`config.mk`:
```
export PLATFORM = sky130hd
export DESIGN_NAME = lcd_frame_seq
export DESIGN_NICKNAME = d
export VERILOG_FILES = /design/src/rtl/lcd_seq_pkg.sv /design/src/rtl/lcd_phase_ctrl.sv /design/src/rtl/lcd_disp_buf.sv /design/src/rtl/lcd_seg_drive.sv /design/src/rtl/lcd_flags.sv /design/src/rtl/lcd_frame_seq.sv
export SDC_FILE = /design/constraint.sdc
export NUM_CORES = 1
export LEC_CHECK = 0
export CAP_MARGIN = 15
export CELL_PAD_IN_SITES_DETAIL_PLACEMENT = 0
export CELL_PAD_IN_SITES_GLOBAL_PLACEMENT = 2
export CORE_AREA = 5 5 166 168
export CTS_CLUSTER_SIZE = 28
export DETAILED_ROUTE_END_ITERATION = 8
export DIE_AREA = 0 0 171 173
export DONT_BUFFER_PORTS = 1
export GPL_ROUTABILITY_DRIVEN = 0
export HOLD_SLACK_MARGIN = 0.06
export PLACE_DENSITY = 0.82
export SYNTH_ARGS = -nofsm -noshare
export SYNTH_HDL_FRONTEND = slang
export SYNTH_SLANG_ARGS = --single-unit
export TNS_END_PERCENT = 20
```
`constraint.sdc`:
```
create_clock -name clk -period 2.8 [get_ports clk]
set_input_delay 0.56 -clock clk [delete_from_list [all_inputs] [get_ports clk]]
set_output_delay 0.56 -clock clk [all_outputs]
set_load 0.05 [all_outputs]
```
`src/rtl/lcd_seq_pkg.sv`:
```
package lcd_seq_pkg;
  localparam int MAX_COM = 8;
  localparam int COM_W   = 3;
  localparam int CNT_W   = 4;

  // number of common phases per frame for a duty code
  function automatic logic [CNT_W-1:0] duty_phases(input logic [2:0] code);
    case (code)
      3'b000:  duty_phases = 4'd1;
      3'b001:  duty_phases = 4'd2;
      3'b010:  duty_phases = 4'd3;
      3'b011:  duty_phases = 4'd4;
      3'b100:  duty_phases = 4'd8;
      default: duty_phases = 4'd1;
    endcase
  endfunction

  // is pixel (com, seg s) part of the blinking subset
  function automatic logic blink_hit(input logic [1:0] mode,
                                     input logic [COM_W-1:0] com, input int s);
    case (mode)
      2'b01:   blink_hit = (s == 0) && (com == '0);
      2'b10:   blink_hit = (s == 0);
      2'b11:   blink_hit = 1'b1;
      default: blink_hit = 1'b0;
    endcase
  endfunction
endpackage

```
`src/rtl/lcd_phase_ctrl.sv`:
```
module lcd_phase_ctrl
  import lcd_seq_pkg::*;
(
  input  logic             clk,
  input  logic             rst_n,
  input  logic             enable,
  input  logic             phase_tick,
  input  logic [2:0]       duty_sel,
  input  logic [2:0]       dead_sel,
  output logic [COM_W-1:0] com_idx,
  output logic             com_act,
  output logic             polarity,
  output logic             ens,
  output logic             frame_start
);
  logic             ens_q, par_q, dead_q;
  logic [COM_W-1:0] com_q;
  logic [2:0]       left_q, d_q;
  logic [CNT_W-1:0] n_q;
  logic             last_phase, gap_end, stop_evt, enter_dead;

  assign last_phase = ({1'b0, com_q} == (n_q - 4'd1));
  assign gap_end    = dead_q && (left_q == 3'd1);
  assign enter_dead = ens_q && phase_tick && enable && !dead_q && last_phase
                      && par_q && (d_q != 3'd0);
  assign frame_start = (!ens_q && enable) ||
                       (ens_q && phase_tick && enable &&
                        (gap_end || (!dead_q && last_phase && !(par_q && (d_q != 3'd0)))));
  assign stop_evt    = ens_q && phase_tick && !enable && (gap_end || (!dead_q && last_phase));

  always_ff @(posedge clk or negedge rst_n) begin
    if (!rst_n) begin
      ens_q  <= 1'b0;
      com_q  <= '0;
      par_q  <= 1'b0;
      dead_q <= 1'b0;
      left_q <= '0;
      n_q    <= 4'd1;
      d_q    <= '0;
    end else if (frame_start) begin
      ens_q  <= 1'b1;
      com_q  <= '0;
      par_q  <= (ens_q && !dead_q) ? ~par_q : 1'b0;
      dead_q <= 1'b0;
      n_q    <= duty_phases(duty_sel);
      d_q    <= dead_sel;
    end else if (stop_evt) begin
      ens_q  <= 1'b0;
      com_q  <= '0;
      par_q  <= 1'b0;
      dead_q <= 1'b0;
    end else if (enter_dead) begin
      dead_q <= 1'b1;
      left_q <= d_q;
    end else if (ens_q && phase_tick) begin
      if (dead_q) left_q <= left_q - 3'd1;
      else        com_q  <= com_q + 3'd1;
    end
  end

  assign com_idx  = com_q;
  assign com_act  = ens_q && !dead_q;
  assign polarity = par_q;
  assign ens      = ens_q;

  a_r1_com_advance: assert property (@(posedge clk) disable iff (!rst_n)
    (ens_q && phase_tick && !dead_q && !last_phase) |=> (com_idx == 3'($past(com_idx) + 3'd1)));
  a_r5_enable_starts: assert property (@(posedge clk) disable iff (!rst_n)
    (!ens_q && enable) |=> (ens && com_act && com_idx == '0 && !polarity));
  a_r3_gap_resets_polarity: assert property (@(posedge clk) disable iff (!rst_n)
    (phase_tick && enable && gap_end) |=> (!polarity && com_act));
  a_r6_ens_holds_without_tick: assert property (@(posedge clk) disable iff (!rst_n)
    (ens_q && !phase_tick) |=> ens);
endmodule

```
`src/rtl/lcd_disp_buf.sv`:
```
module lcd_disp_buf
  import lcd_seq_pkg::*;
#(
  parameter int SEG_W = 16
) (
  input  logic             clk,
  input  logic             rst_n,
  input  logic             wr_en,
  input  logic [COM_W-1:0] wr_row,
  input  logic [SEG_W-1:0] wr_data,
  input  logic             upd_req,
  input  logic             frame_start,
  input  logic [COM_W-1:0] rd_row,
  output logic [SEG_W-1:0] rd_data,
  output logic             upd_pend,
  output logic             copy_evt
);
  logic [SEG_W-1:0] wbuf_q [MAX_COM];
  logic [SEG_W-1:0] disp_q [MAX_COM];
  logic             pend_q;

  assign copy_evt = frame_start && pend_q;

  for (genvar r = 0; r < MAX_COM; r++) begin : g_row
    always_ff @(posedge clk or negedge rst_n) begin
      if (!rst_n) begin
        wbuf_q[r] <= '0;
        disp_q[r] <= '0;
      end else begin
        if (copy_evt) disp_q[r] <= wbuf_q[r];
        if (wr_en && (wr_row == COM_W'(r))) wbuf_q[r] <= wr_data;
      end
    end
  end

  always_ff @(posedge clk or negedge rst_n) begin
    if (!rst_n)        pend_q <= 1'b0;
    else if (upd_req)  pend_q <= 1'b1;
    else if (copy_evt) pend_q <= 1'b0;
  end

  assign rd_data  = disp_q[rd_row];
  assign upd_pend = pend_q;

  a_r8_copy_clears_pend: assert property (@(posedge clk) disable iff (!rst_n)
    (copy_evt && !upd_req) |=> !upd_pend);
  a_r9_pend_waits_for_frame: assert property (@(posedge clk) disable iff (!rst_n)
    (upd_pend && !frame_start) |=> upd_pend);
endmodule

```
`src/rtl/lcd_seg_drive.sv`:
```
module lcd_seg_drive
  import lcd_seq_pkg::*;
#(
  parameter int SEG_W = 16
) (
  input  logic             clk,
  input  logic             rst_n,
  input  logic             blink_tick,
  input  logic [1:0]       blink_mode,
  input  logic [COM_W-1:0] com_idx,
  input  logic             com_act,
  input  logic [SEG_W-1:0] row_data,
  output logic [SEG_W-1:0] seg_out
);
  logic blank_q;

  always_ff @(posedge clk or negedge rst_n) begin
    if (!rst_n)          blank_q <= 1'b0;
    else if (blink_tick) blank_q <= ~blank_q;
  end

  for (genvar s = 0; s < SEG_W; s++) begin : g_seg
    assign seg_out[s] = com_act && row_data[s] && !(blank_q && blink_hit(blink_mode, com_idx, s));
  end

  a_r3_idle_is_dark: assert property (@(posedge clk) disable iff (!rst_n)
    !com_act |-> (seg_out == '0));
  a_r7_clear_state_passes: assert property (@(posedge clk) disable iff (!rst_n)
    (com_act && !blank_q) |-> (seg_out == row_data));
endmodule

```
`src/rtl/lcd_flags.sv`:
```
module lcd_flags (
  input  logic clk,
  input  logic rst_n,
  input  logic frame_start,
  input  logic copy_evt,
  input  logic sof_clr,
  input  logic udd_clr,
  input  logic sof_ie,
  input  logic udd_ie,
  output logic sof_flag,
  output logic udd_flag,
  output logic irq
);
  always_ff @(posedge clk or negedge rst_n) begin
    if (!rst_n) begin
      sof_flag <= 1'b0;
      udd_flag <= 1'b0;
    end else begin
      sof_flag <= frame_start || (sof_flag && !sof_clr);
      udd_flag <= copy_evt    || (udd_flag && !udd_clr);
    end
  end

  assign irq = (sof_flag && sof_ie) || (udd_flag && udd_ie);

  a_r4_sof_sticky: assert property (@(posedge clk) disable iff (!rst_n)
    (sof_flag && !sof_clr) |=> sof_flag);
  a_r8_udd_needs_copy: assert property (@(posedge clk) disable iff (!rst_n)
    $rose(udd_flag) |-> $past(copy_evt));
endmodule

```
`src/rtl/lcd_frame_seq.sv`:
```
module lcd_frame_seq
  import lcd_seq_pkg::*;
#(
  parameter int SEG_W = 16
) (
  input  logic             clk,
  input  logic             rst_n,
  input  logic             enable,
  input  logic             phase_tick,
  input  logic             blink_tick,
  input  logic [2:0]       duty_sel,
  input  logic [2:0]       dead_sel,
  input  logic [1:0]       blink_mode,
  input  logic             wr_en,
  input  logic [2:0]       wr_row,
  input  logic [SEG_W-1:0] wr_data,
  input  logic             upd_req,
  input  logic             sof_clr,
  input  logic             udd_clr,
  input  logic             sof_ie,
  input  logic             udd_ie,
  output logic [2:0]       com_idx,
  output logic             com_act,
  output logic             polarity,
  output logic [SEG_W-1:0] seg_out,
  output logic             sof_flag,
  output logic             udd_flag,
  output logic             upd_pend,
  output logic             ens,
  output logic             irq
);
  logic             frame_start, copy_evt;
  logic [SEG_W-1:0] row_data;

  lcd_phase_ctrl u_phase (
    .clk(clk), .rst_n(rst_n), .enable(enable), .phase_tick(phase_tick),
    .duty_sel(duty_sel), .dead_sel(dead_sel), .com_idx(com_idx),
    .com_act(com_act), .polarity(polarity), .ens(ens), .frame_start(frame_start)
  );

  lcd_disp_buf #(.SEG_W(SEG_W)) u_buf (
    .clk(clk), .rst_n(rst_n), .wr_en(wr_en), .wr_row(wr_row), .wr_data(wr_data),
    .upd_req(upd_req), .frame_start(frame_start), .rd_row(com_idx),
    .rd_data(row_data), .upd_pend(upd_pend), .copy_evt(copy_evt)
  );

  lcd_seg_drive #(.SEG_W(SEG_W)) u_seg (
    .clk(clk), .rst_n(rst_n), .blink_tick(blink_tick), .blink_mode(blink_mode),
    .com_idx(com_idx), .com_act(com_act), .row_data(row_data), .seg_out(seg_out)
  );

  lcd_flags u_flags (
    .clk(clk), .rst_n(rst_n), .frame_start(frame_start), .copy_evt(copy_evt),
    .sof_clr(sof_clr), .udd_clr(udd_clr), .sof_ie(sof_ie), .udd_ie(udd_ie),
    .sof_flag(sof_flag), .udd_flag(udd_flag), .irq(irq)
  );

  a_r4_sof_with_phase0: assert property (@(posedge clk) disable iff (!rst_n)
    frame_start |=> (sof_flag && com_act && com_idx == 3'd0));
  a_r10_irq_needs_flag: assert property (@(posedge clk) disable iff (!rst_n)
    irq |-> (sof_flag || udd_flag));
endmodule

```
* After elaboration in Yosys (flattened, before gate mapping)
Index checks and enable logic that the tools add are counted.
** Word-level totals
- Bits in registers :: 276
- Logic and storage cells :: 165
- Output and inout port bits :: 26
- Bits of input ports :: 38
** Cells by class
- Eq/ne operators :: 18
- Bitwise logic cells :: 5
- Reductions and logical operators :: 88
- Multiplexer cells :: 23
- $lt $le $gt $ge :: 1
- Add/sub/neg operators :: 3
** Operator list (count)
- 1-bit logical AND :: 62
- 16-bit binary-select mux with 3-bit select :: 1
- 16-bit 2-to-1 mux :: 2
- 3-bit 2-to-1 mux :: 8
- 4-bit case mux with 4 select lines :: 1
- 3-bit == test, second input constant :: 5
- 3-bit by 2-bit == test with 1-bit output, second input constant :: 4
- 1-bit 2-to-1 mux :: 10
- 3-bit by 1-bit == test with 1-bit output, second input constant :: 3
- 3-bit nonzero test :: 3
- 1-bit logical NOT :: 8
- 2-bit nonzero test :: 4
- 3-bit logical NOT :: 2
- 1-bit logical OR :: 6
- 2-bit == test, second input constant :: 2
- 3-bit by 4-bit == test with 1-bit output :: 1
- 4-bit >= comparator, second input constant :: 1
- 1-bit NOT :: 4
- 3-bit NOT with 4-bit output :: 1
- 4-bit AND reduction :: 1
- 4-bit by 1-bit subtractor with 4-bit output, second input constant :: 1
- 3-bit by 1-bit adder with 3-bit output, second input constant :: 1
- 3-bit by 1-bit != test with 1-bit output, second input constant :: 1
- 3-bit by 2-bit != test with 1-bit output, second input constant :: 1
- 5 further kinds :: 5

* Depth between registers and ports, before layout
Gate-level depths: netlist of run 1.
- Depth after elaboration :: 10
- Depth in mapped cells :: 9
- Depth with buffers taken out :: 7

* Modules after synthesis
From an unflattened synthesis of run 1, not the netlist that was laid out.
** Unflattened totals
- Cells, all modules :: 736
- Area total of the unflattened synthesis :: 11967.7 µm²
** By module, submodules not included
- lcd_disp_buf :: sequential area each 6431.2 µm², times used 1, area an instance 10682.7 µm², cells each 610
- lcd_phase_ctrl :: sequential area each 401.6 µm², times used 1, area an instance 978.4 µm², cells each 95
- lcd_seg_drive :: sequential area each 25.0 µm², times used 1, area an instance 225.2 µm², cells each 24
- lcd_flags :: sequential area each 50.0 µm², times used 1, area an instance 81.3 µm², cells each 7

* Worst setup path before layout of run 1
Ideal clock, no wire load.
- Kind :: register -> output
- Start :: register u_phase.com_q[0], in the netlist u_phase.com_idx[0]
- End :: output seg_out[0]
- Arrival time :: 4273 ps
- Required time :: 2240 ps
- Path buffers :: 2
- Setup slack :: -2033 ps
- Stages on the path, launching flop included :: 8
- Path through :: dfrtp_1 > buf_4 > buf_1 > inv_1 > ha_1 > nand2_1 > o21bai_1 > a2111oi_0
** Between the ends
- Longest elaborated chain between the ends :: 6
- Elaborated cells between the ends (all ways) :: 10
- Classes of those cells :: 4 x mux; 1 x bitwise; 5 x reduce/logical
** RTL lines
- from (decl) :: line lcd_phase_ctrl.sv:17 : logic [COM_W-1:0] com_q;
- from (signal assigned) :: line lcd_phase_ctrl.sv:57 : else com_q <= com_q + 3'd1;
- 3-bit NOT with 4-bit output (implied by the code) :: line lcd_disp_buf.sv:42 : assign rd_data = disp_q[rd_row];
- 16-bit binary-select mux with 3-bit select :: line lcd_disp_buf.sv:42
- 16-bit 2-to-1 mux (implied by the code) (2 in a row) :: line lcd_disp_buf.sv:42
- 1-bit logical AND :: line lcd_seg_drive.sv:23 : assign seg_out[s] = com_act && row_data[s] && !(blank_q && blink_hit(blink_mode, com_idx, s));
- 1-bit logical AND (*) :: line lcd_seg_drive.sv:23
- to (decl) :: line lcd_frame_seq.sv:25 : output logic [SEG_W-1:0] seg_out,
Every way passes the cells marked *; elsewhere a longest branch is shown, timed or not. The select of a mux whose other input is x is not followed.

* Worst setup path after layout of run 1
Ends and elaborated chain as after synthesis.

==> run metrics, run 1 <==
CP Capture Type output pin; worst-path fanout max 9; Post-synth EDFFs 0; switch share 32.12%; Global Route Usage Sum 16.67%; P_int 11.30 mW; ant diodes 0; Worst Tran Pin Value 0.5111 ns; grt ovf 0; Final Net Count 842; Clk Latency, worst-skew pair 0.53 ns; Final Hold Vio Count 275; Synth-to-Final Area Change 14.13%; Yosys reg bits 276; Initial Util 47.55%; Net Sw Power 5.345 mW; total via count in the routed design 6339; Non-Filler Instances 1156; Data required, critical path 2.24 ns; PnR worst setup slack 0.03791 ns; layout cells sized above 1 50.67%; Buffers on Ports 0; full die area 0.02958 mm²; HP Class in -> async; ys flop type dfrtp_1; total power 16.64 mW; CTS sink cnt 276; Post-synth ARST share 100.0%; antenna violations before repair 0; largest net degree at the start of global routing 277; status finished with violations; pre-CTS setup slack -0.01179 ns; max-slew violations 0; Setup-failing EPs final 0; drt pass-1 iters 4; Tmin final 2.762 ns; CTS tree yes; Critical R2R Launch u_phase.n_q[0]; drc violations 0; RSZ-0062 raised after global routing yes; global-route wire length before repair 39.54 mm; Synth Warn # 0; synthesized net count 791; critical path data arrival time 2.20 ns; fin area 0.01398 mm²; vias per cell 5.484; most frequent cells in the layout 271 x dfrtp_1, 161 x mux2_2, 100 x mux2_4; Flop pwr share 37.5%; clock skew 0.009600 ns; DP Area 0.01275 mm²; Worst R2R Setup Slack 0.13 ns; Worst Setup Start Kind flip-flop; Die Ht 173 µm; combinational fraction of design power 39.9%; Post-Place Cells 1089; RR Endpoint u_buf.disp_q[89]; Mapped Avg Cell Area 16.38 µm²; Pwr Density 1191 mW/mm²; setup tns final 0 ns; DIE WIDTH 171 µm; Worst-path clk slew 0.06 ns; row cnt 59; mapped cell area 0.01225 mm²; leakage 6.234 nW; Clock Tree Buf Depth 3; Slew HR 65.93%; R2R depth 9; most common cell after layout, fill and taps aside dfrtp_1; Synth Instances 748; violated checks negative hold slack; CP Class reg -> out; final antenna-violating net count 0; number of global-route vias before repair 6987; Distinct cells, synth 53; Detailed Place HPWL 14.75 mm; DRT iter0 DRCs 349; FMAX 362.0 MHz; register area share after synthesis 56.39%; peak supply drop 0.7975 mV; Tcrit/Tclk final 98.65%; core area 0.02576 mm²; max_cap viols 0; H-tree depth 1; IO Pins 64; root buf cell clkbuf_16; power share of the clock group 22.5%; CTS Buf Count 28; DRT Wirelength 25.24 mm; Hold Worst Slack -0.2765 ns; wire length per cell 21.83 µm
[repair_timing]
action	in CTS	in global routing
pin swaps	1	3
endpoints found under the hold margin	276	275
cloned	0	5
buffers inserted	0	10
resized for setup	9	11
setup endpoints to repair	44	140
[cells in the mapped netlist (all sizes together), types with 4 or more instances]
library cell  count  area (µm²)
a21oi             5       25.02
buf              22       292.8
clkbuf           16       60.06
dfrtp           275        6882
ha                5       62.56
inv              13       48.80
mux2            261        3314
mux2i            15       150.1
mux4             32       720.7
nand2            10       37.54
nand3             5       25.02
nor2             22       98.85
nor2b             4       25.02
nor3              4       20.02
o21ai             7       35.03
o31ai             4       30.03
[kinds of logic after synthesis]
group | synth area share [%]
adders and majority gates | 0.5107
muxes | 34.17
buffers and inverters | 3.279
and+or+nand+nor | 2.646
xor gates and xnor gates | 0.3576
AOI/OAI and AO/OA | 2.646
DFF | 56.39
[how the worst max path moves through the flow]
stage / cells after the start / end / from
floorplan: 5 / seg_out[13] / u_phase.ens
global route: 6 / seg_out[0] / u_phase.com_idx[0]
global placement: 8 / u_buf.disp_q[83] / u_phase.n_q[0]
detailed placement: 8 / u_buf.disp_q[66] / u_phase.n_q[0]
finish: 6 / seg_out[0] / u_phase.com_idx[0]
CTS: 5 / seg_out[7] / u_phase.com_idx[0]
[area by class of cell]
cell class	instances	area, µm²
Clock buffer	44	852.1
Clock inverter	8	90.09
Sequential cell	276	6913
Multi-Input combinational cell	422	5014
Timing Repair Buffer	58	643.1
Fill cell	2034	11780
Tap cell	335	419.2
Inverter	13	48.80
[power groups by stage]
stage	clock network (mW)	registers, mW	logic, mW
2_1_floorplan	0	6.09	5.06
3_3_place_gp	0	6.21	6.14
3_5_place_dp	0	6.29	6.28
4_1_cts	3.85	6.25	6.36
5_1_grt	4.01	6.41	7.10
6_report	3.74	6.25	6.65
[flip-flops by register name, indices dropped and copies added (netlist names), 3 cells and up]
| register | cells |
|---|---|
| u_phase.left_q | 3 |
| u_phase.n_q | 4 |
| u_buf.wbuf_q | 128 |
| u_buf.disp_q | 128 |
| u_phase.com_idx | 3 |
| u_phase.d_q | 3 |
[per-stage QoR]
stage	util, %	hold WS (ns)
global placement	49.50	0.2784
finish	54.26	-0.2765
global route	54.26	-0.3034
floorplan	-	0.2644
CTS	53.30	-0.2925
detailed placement	49.50	0.2793
[worst max-delay path, cell delays in order (launching register included)]
cell	delay, ns
dfrtp_2	0.42
buf_4	0.15
buf_12	0.14
mux4_2	0.36
nor2_1	0.07
a2111oi_4	0.34
buf_12	0.18
[routing by layer]
layer	share of wire, %	vias up	global-route usage, %
li1	-	2838	-
met5	0	-	0
met3	3.5	27	2.945
met1	45	3398	23.09
met2	50	76	28.07
met4	1.5	0	2.905
(Power assumes the default switching activity.)
==> run 2, diff against run 1 <==
--- a/config.mk
+++ b/config.mk
@@ -8,10 +8,11 @@
 export CAP_MARGIN = 15
 export CELL_PAD_IN_SITES_DETAIL_PLACEMENT = 0
 export CELL_PAD_IN_SITES_GLOBAL_PLACEMENT = 2
-export CORE_AREA = 5 5 166 168
+export CORE_AREA = 5 5 119 234
+export CTS_BUF_LIST = sky130_fd_sc_hd__clkbuf_16
 export CTS_CLUSTER_SIZE = 28
 export DETAILED_ROUTE_END_ITERATION = 8
-export DIE_AREA = 0 0 171 173
+export DIE_AREA = 0 0 124 239
 export DONT_BUFFER_PORTS = 1
 export GPL_ROUTABILITY_DRIVEN = 0
 export HOLD_SLACK_MARGIN = 0.06
==> run 2 against run 1 <==
The flow finishes with violations (negative hold slack, negative setup slack); first-iteration DRC count grew 24%; non-clock buffer count grew 4; design area is 0.40% lower; highest routed layer unchanged.
==> run metrics, run 2 (same netlist as run 1, synthesis figures left out) <==
status finished with violations; violated checks negative hold slack, negative setup slack; antenna violations before repair 0; DRT iter0 DRCs 434; max-slew violations 0; power share of the clock group 20.3%; row cnt 84; met2 global-route usage 28.60%; Buf/Inv on CP 3; Worst Tran Pin Value 0.5283 ns; crit path cell chain buf_12 > clkbuf_16 > mux4_2 > nor2_1 > a2111oi_4 > buf_12; grt ovf 0; leakage 6.208 nW; Worst path top cell family by delay buffers and inverters; DIE WIDTH 124 µm; Final Net Count 843; core area 0.02596 mm²; root buf cell clkbuf_16; biggest regs u_buf.disp_q x128, u_buf.wbuf_q x128, u_phase.n_q x4; peak supply drop 0.9068 mV; RSZ-0062 raised after global routing yes; ant diodes 0; IO Pins 64; drt pass-1 iters 4; Worst-path clk slew 0.06 ns; drc violations 0; CP Class reg -> out; GR Layer Usage met1 22.62%; largest net degree at the start of global routing 277; Fill cells 2156; vias per cell 5.525; Slew HR 64.78%; most common cell after layout, fill and taps aside dfrtp_1; GR Util met3 2.534%; full die area 0.02964 mm²; Net Sw Power 5.439 mW; global-route wire length before repair 38.89 mm; P_int 10.98 mW; Tmin final 2.804 ns; Final Hold Vio Count 275; critical path's slowest cell dfrtp_2; CTS Buf Count 26; max_cap viols 0; Setup-failing EPs final 1; number of global-route vias before repair 6840; Non-Filler Instances 1164; clock skew 0.01922 ns; total via count in the routed design 6431; Post-Place Cells 1098; switch share 33.13%; crit-path max cell delay 0.42 ns; Data required, critical path 2.24 ns; HP Class in -> async; Hold Worst Slack -0.2871 ns; Worst R2R Setup Slack 0.03 ns; H-tree depth 1; Synth-to-Final Area Change 13.67%; FF/Latch Area 0.006912 mm²; Worst Setup Start Kind flip-flop; CP Capture Type output pin; Buffers on Ports 0; critical path data arrival time 2.24 ns; Detailed Place HPWL 14.36 mm; Clk Latency, worst-skew pair 0.55 ns; Die Ht 239 µm; area of the multi-input gates 0.005004 mm²; CTS tree yes; combinational fraction of design power 42.1%; FMAX 356.6 MHz; most frequent CP cell buf_12; CTS sink cnt 276; Flop pwr share 37.6%; Clock Tree Buf Depth 3; Initial Util 47.19%; layout cells sized above 1 50.00%; Global Route Usage Sum 17.04%; wire length per cell 22.00 µm; PnR worst setup slack -0.003972 ns; worst-path fanout max 6; DRT Wirelength 25.61 mm; most frequent cells in the layout 272 x dfrtp_1, 161 x mux2_2, 100 x mux2_4; Tcrit/Tclk final 100.1%; GRT busiest layer met2; final antenna-violating net count 0; Pwr Density 1179 mW/mm²
run 2: stage by stage:
step           total power [mW]  area, µm²  worst slack, ns  util, %   TNS (ns)
3_5_place_dp              12.56      12760         0.006621    49.17          0
5_1_grt                   17.26      13920          -0.1082    53.63     -3.311
3_3_place_gp              12.39      12760          0.08812    49.17          0
6_report                  16.42      13920        -0.003972    53.63  -0.003972
2_1_floorplan             11.15      12270          -0.1747        -     -1.849
4_1_cts                   16.13      13650         -0.06166    52.57    -0.3203
run 2: cell type report:
class                      instances  share of cell area, %
tap                              344                  3.091
sequential                       276                  49.64
clock inverter                    22                  1.087
multi-input combinational        421                  35.94
timing repair buffer              62                  5.221
inverter                          13                 0.3505
clock buffer                      26                  4.673
run 2: per-layer routing:
| metal | wire length [µm] | share of wire [%] |
|---|---|---|
| met4 | 744 | 2.9 |
| met5 | 0 | 0 |
| met2 | 13030 | 51 |
| met1 | 10850 | 42 |
| met3 | 980 | 3.8 |
run 2: power groups by stage:
stage	clock, mW	combinational (mW)	sequential (mW)
floorplan	0	5.06	6.09
global placement	0	6.20	6.19
detailed placement	0	6.32	6.24
CTS	3.43	6.51	6.19
global route	3.59	7.35	6.33
finish	3.33	6.91	6.18
run 2: path summary, 6_finish.rpt:
path	end	start	depth (start not counted)
max in group asynchronous	u_phase.n_q[0]	rst_n	0
max reg2reg	u_buf.disp_q[81]	u_phase.n_q[0]	8
min in group clk	u_seg.blank_q	blink_tick	1
max	seg_out[0]	u_phase.com_idx[0]	6
min reg2reg	u_buf.disp_q[109]	u_buf.wbuf_q[109]	1
min	u_buf.disp_q[33]	rst_n	0
run 2: timing repair:
action	in CTS	in global routing
resized for setup	9	16
setup buffers	2	10
pin swaps	0	2
gates cloned	1	5
endpoints found under the setup margin	11	134
endpoints found under the hold margin	276	276
==> run 3, diff against run 2 <==
--- a/config.mk
+++ b/config.mk
@@ -17,6 +17,7 @@
 export GPL_ROUTABILITY_DRIVEN = 0
 export HOLD_SLACK_MARGIN = 0.06
 export PLACE_DENSITY = 0.82
+export SKIP_CTS_REPAIR_TIMING = 1
 export SYNTH_ARGS = -nofsm -noshare
 export SYNTH_HDL_FRONTEND = slang
 export SYNTH_SLANG_ARGS = --single-unit
==> run 3 against run 2 <==
The flow finishes with violations (negative hold slack); design area rose by 0.19%; register-to-register slack improved by 0.10 ns; hold slack barely moved; power fell by 0.22%; cell count rose by 0.17%; largest cell class unchanged.
==> run metrics, run 3 (same netlist as run 1, synthesis figures left out) <==
Hold Worst Slack -0.2872 ns; total power 16.38 mW; Final Net Count 845; Synth-to-Final Area Change 13.88%; number of global-route vias before repair 6830; total via count in the routed design 6425; Initial Util 47.19%; Global Route Usage Sum 16.84%; Pwr Density 1174 mW/mm²; combinational fraction of design power 41.9%; ant diodes 0; HP Class in -> async; drc violations 0; max-slew violations 0; CTS Buf Count 26; critical path data arrival time 2.17 ns; Tcrit/Tclk final 97.47%; antenna violations before repair 0; violated checks negative hold slack; wire length per cell 21.88 µm; power share of the clock group 20.3%; drt pass-1 iters 4; largest net degree at the start of global routing 277; layout cells sized above 1 50.36%; clock skew 0.01927 ns; critical path startpoint u_phase.com_idx[0]; Worst Setup Start Kind flip-flop; vias per cell 5.510; H-tree depth 1; root buf cell clkbuf_16; Final Hold Vio Count 275; DRT iter0 DRCs 456; final antenna-violating net count 0; Setup-failing EPs final 0; switch share 33.05%; Clock Tree Buf Depth 3; CTS sink cnt 276; Worst-path clk slew 0.06 ns; Worst R2R Setup Slack 0.13 ns; RSZ-0062 raised after global routing yes; Data required, critical path 2.24 ns; Tmin final 2.729 ns; max_cap viols 0; P_int 10.97 mW; Buffers on Ports 0; RR Endpoint u_buf.disp_q[82]; Net Sw Power 5.413 mW; DRT Wirelength 25.51 mm; Fill cells 2167; Flop pwr share 37.8%; most common cell after layout, fill and taps aside dfrtp_1; Clk Latency, worst-skew pair 0.55 ns; global-route wire length before repair 38.58 mm; worst-path fanout max 13; DIE WIDTH 124 µm; Slew HR 64.83%; CP Capture Type output pin; Detailed Place HPWL 14.36 mm; biggest regs u_buf.disp_q x128, u_buf.wbuf_q x128, u_phase.n_q x4; most frequent cells in the layout 272 x dfrtp_1, 161 x mux2_2, 100 x mux2_4; CP Class reg -> out; IO Pins 64; Worst Setup EP seg_out[15]; Core Util, Final 53.74%; full die area 0.02964 mm²; Die Ht 239 µm; CTS tree yes; FMAX 366.4 MHz; R2R depth 9; peak supply drop 0.7808 mV; leakage 6.218 nW; core area 0.02596 mm²; Critical R2R Launch u_phase.n_q[0]; grt ovf 0; setup tns final 0 ns; Worst Tran Pin Value 0.5276 ns; status finished with violations; row cnt 84
## run 3: changes by cell type in the layout (fill, tap and decap cells not counted)
cell and change:
buf_12 -1, buf_4 +2, buf_6 +1, buf_8 -1, clkbuf_16 +1, nor2_1 -1, nor2_2 +1, xor2_1 -1
xor2_2 +1
## run 3: worst min path at each step
stage	cells past startpoint	end	slack (ns)
6_report	0	u_buf.disp_q[33]	-0.29
5_1_grt	0	u_buf.wbuf_q[18]	-0.32
4_1_cts	0	u_buf.disp_q[2]	-0.32
3_5_place_dp	0	u_buf.disp_q[34]	0.28
3_3_place_gp	0	u_buf.disp_q[33]	0.28
2_1_floorplan	0	u_buf.disp_q[0]	0.26
## run 3: final cells by class
class / instances / area, µm² / share of cell area [%]
well taps: 344 / 430.4 / 3.085
flip-flops and latches: 276 / 6912 / 49.55
inverters: 13 / 48.80 / 0.3498
repair buffers: 64 / 743.2 / 5.328
clock inverters: 22 / 151.4 / 1.085
clock buffers: 26 / 650.6 / 4.664
multi-input cells: 421 / 5014 / 35.94
## run 3: per-layer routing
| metal | GRT usage [%] | wire length [µm] | share of wire, % |
|---|---|---|---|
| met1 | 21.97 | 10990 | 43 |
| met2 | 28.59 | 13100 | 51 |
| met3 | 2.534 | 830 | 3.3 |
| met4 | 5.652 | 588 | 2.3 |
| met5 | 0 | 0 | 0 |
## run 3: worst max-delay path, cell delays in order (launching register included)
cell and delay [ns]:
dfrtp_2 0.40, buf_12 0.17, mux4_2 0.56, mux2i_4 0.22, nor2_1 0.07, buf_4 0.19
## run 3: power by group through the flow
stage | clock, mW | sequential [mW] | combinational (mW)
floorplan | 0 | 6.09 | 5.06
global placement | 0 | 6.19 | 6.20
detailed placement | 0 | 6.24 | 6.32
CTS | 3.43 | 6.18 | 6.34
global route | 3.59 | 6.34 | 7.30
finish | 3.33 | 6.19 | 6.87
## run 3: per-stage QoR
step / std cells / cell area, µm² / setup slack (ns)
after global routing: 1166 / 13950 / -0.02886
final: 1166 / 13950 / 0.07094
after global placement: 1098 / 12760 / 0.08812
after detailed placement: 1098 / 12760 / 0.006621
after floorplan: 748 / 12270 / -0.1747
after CTS: 1146 / 13570 / -0.1797
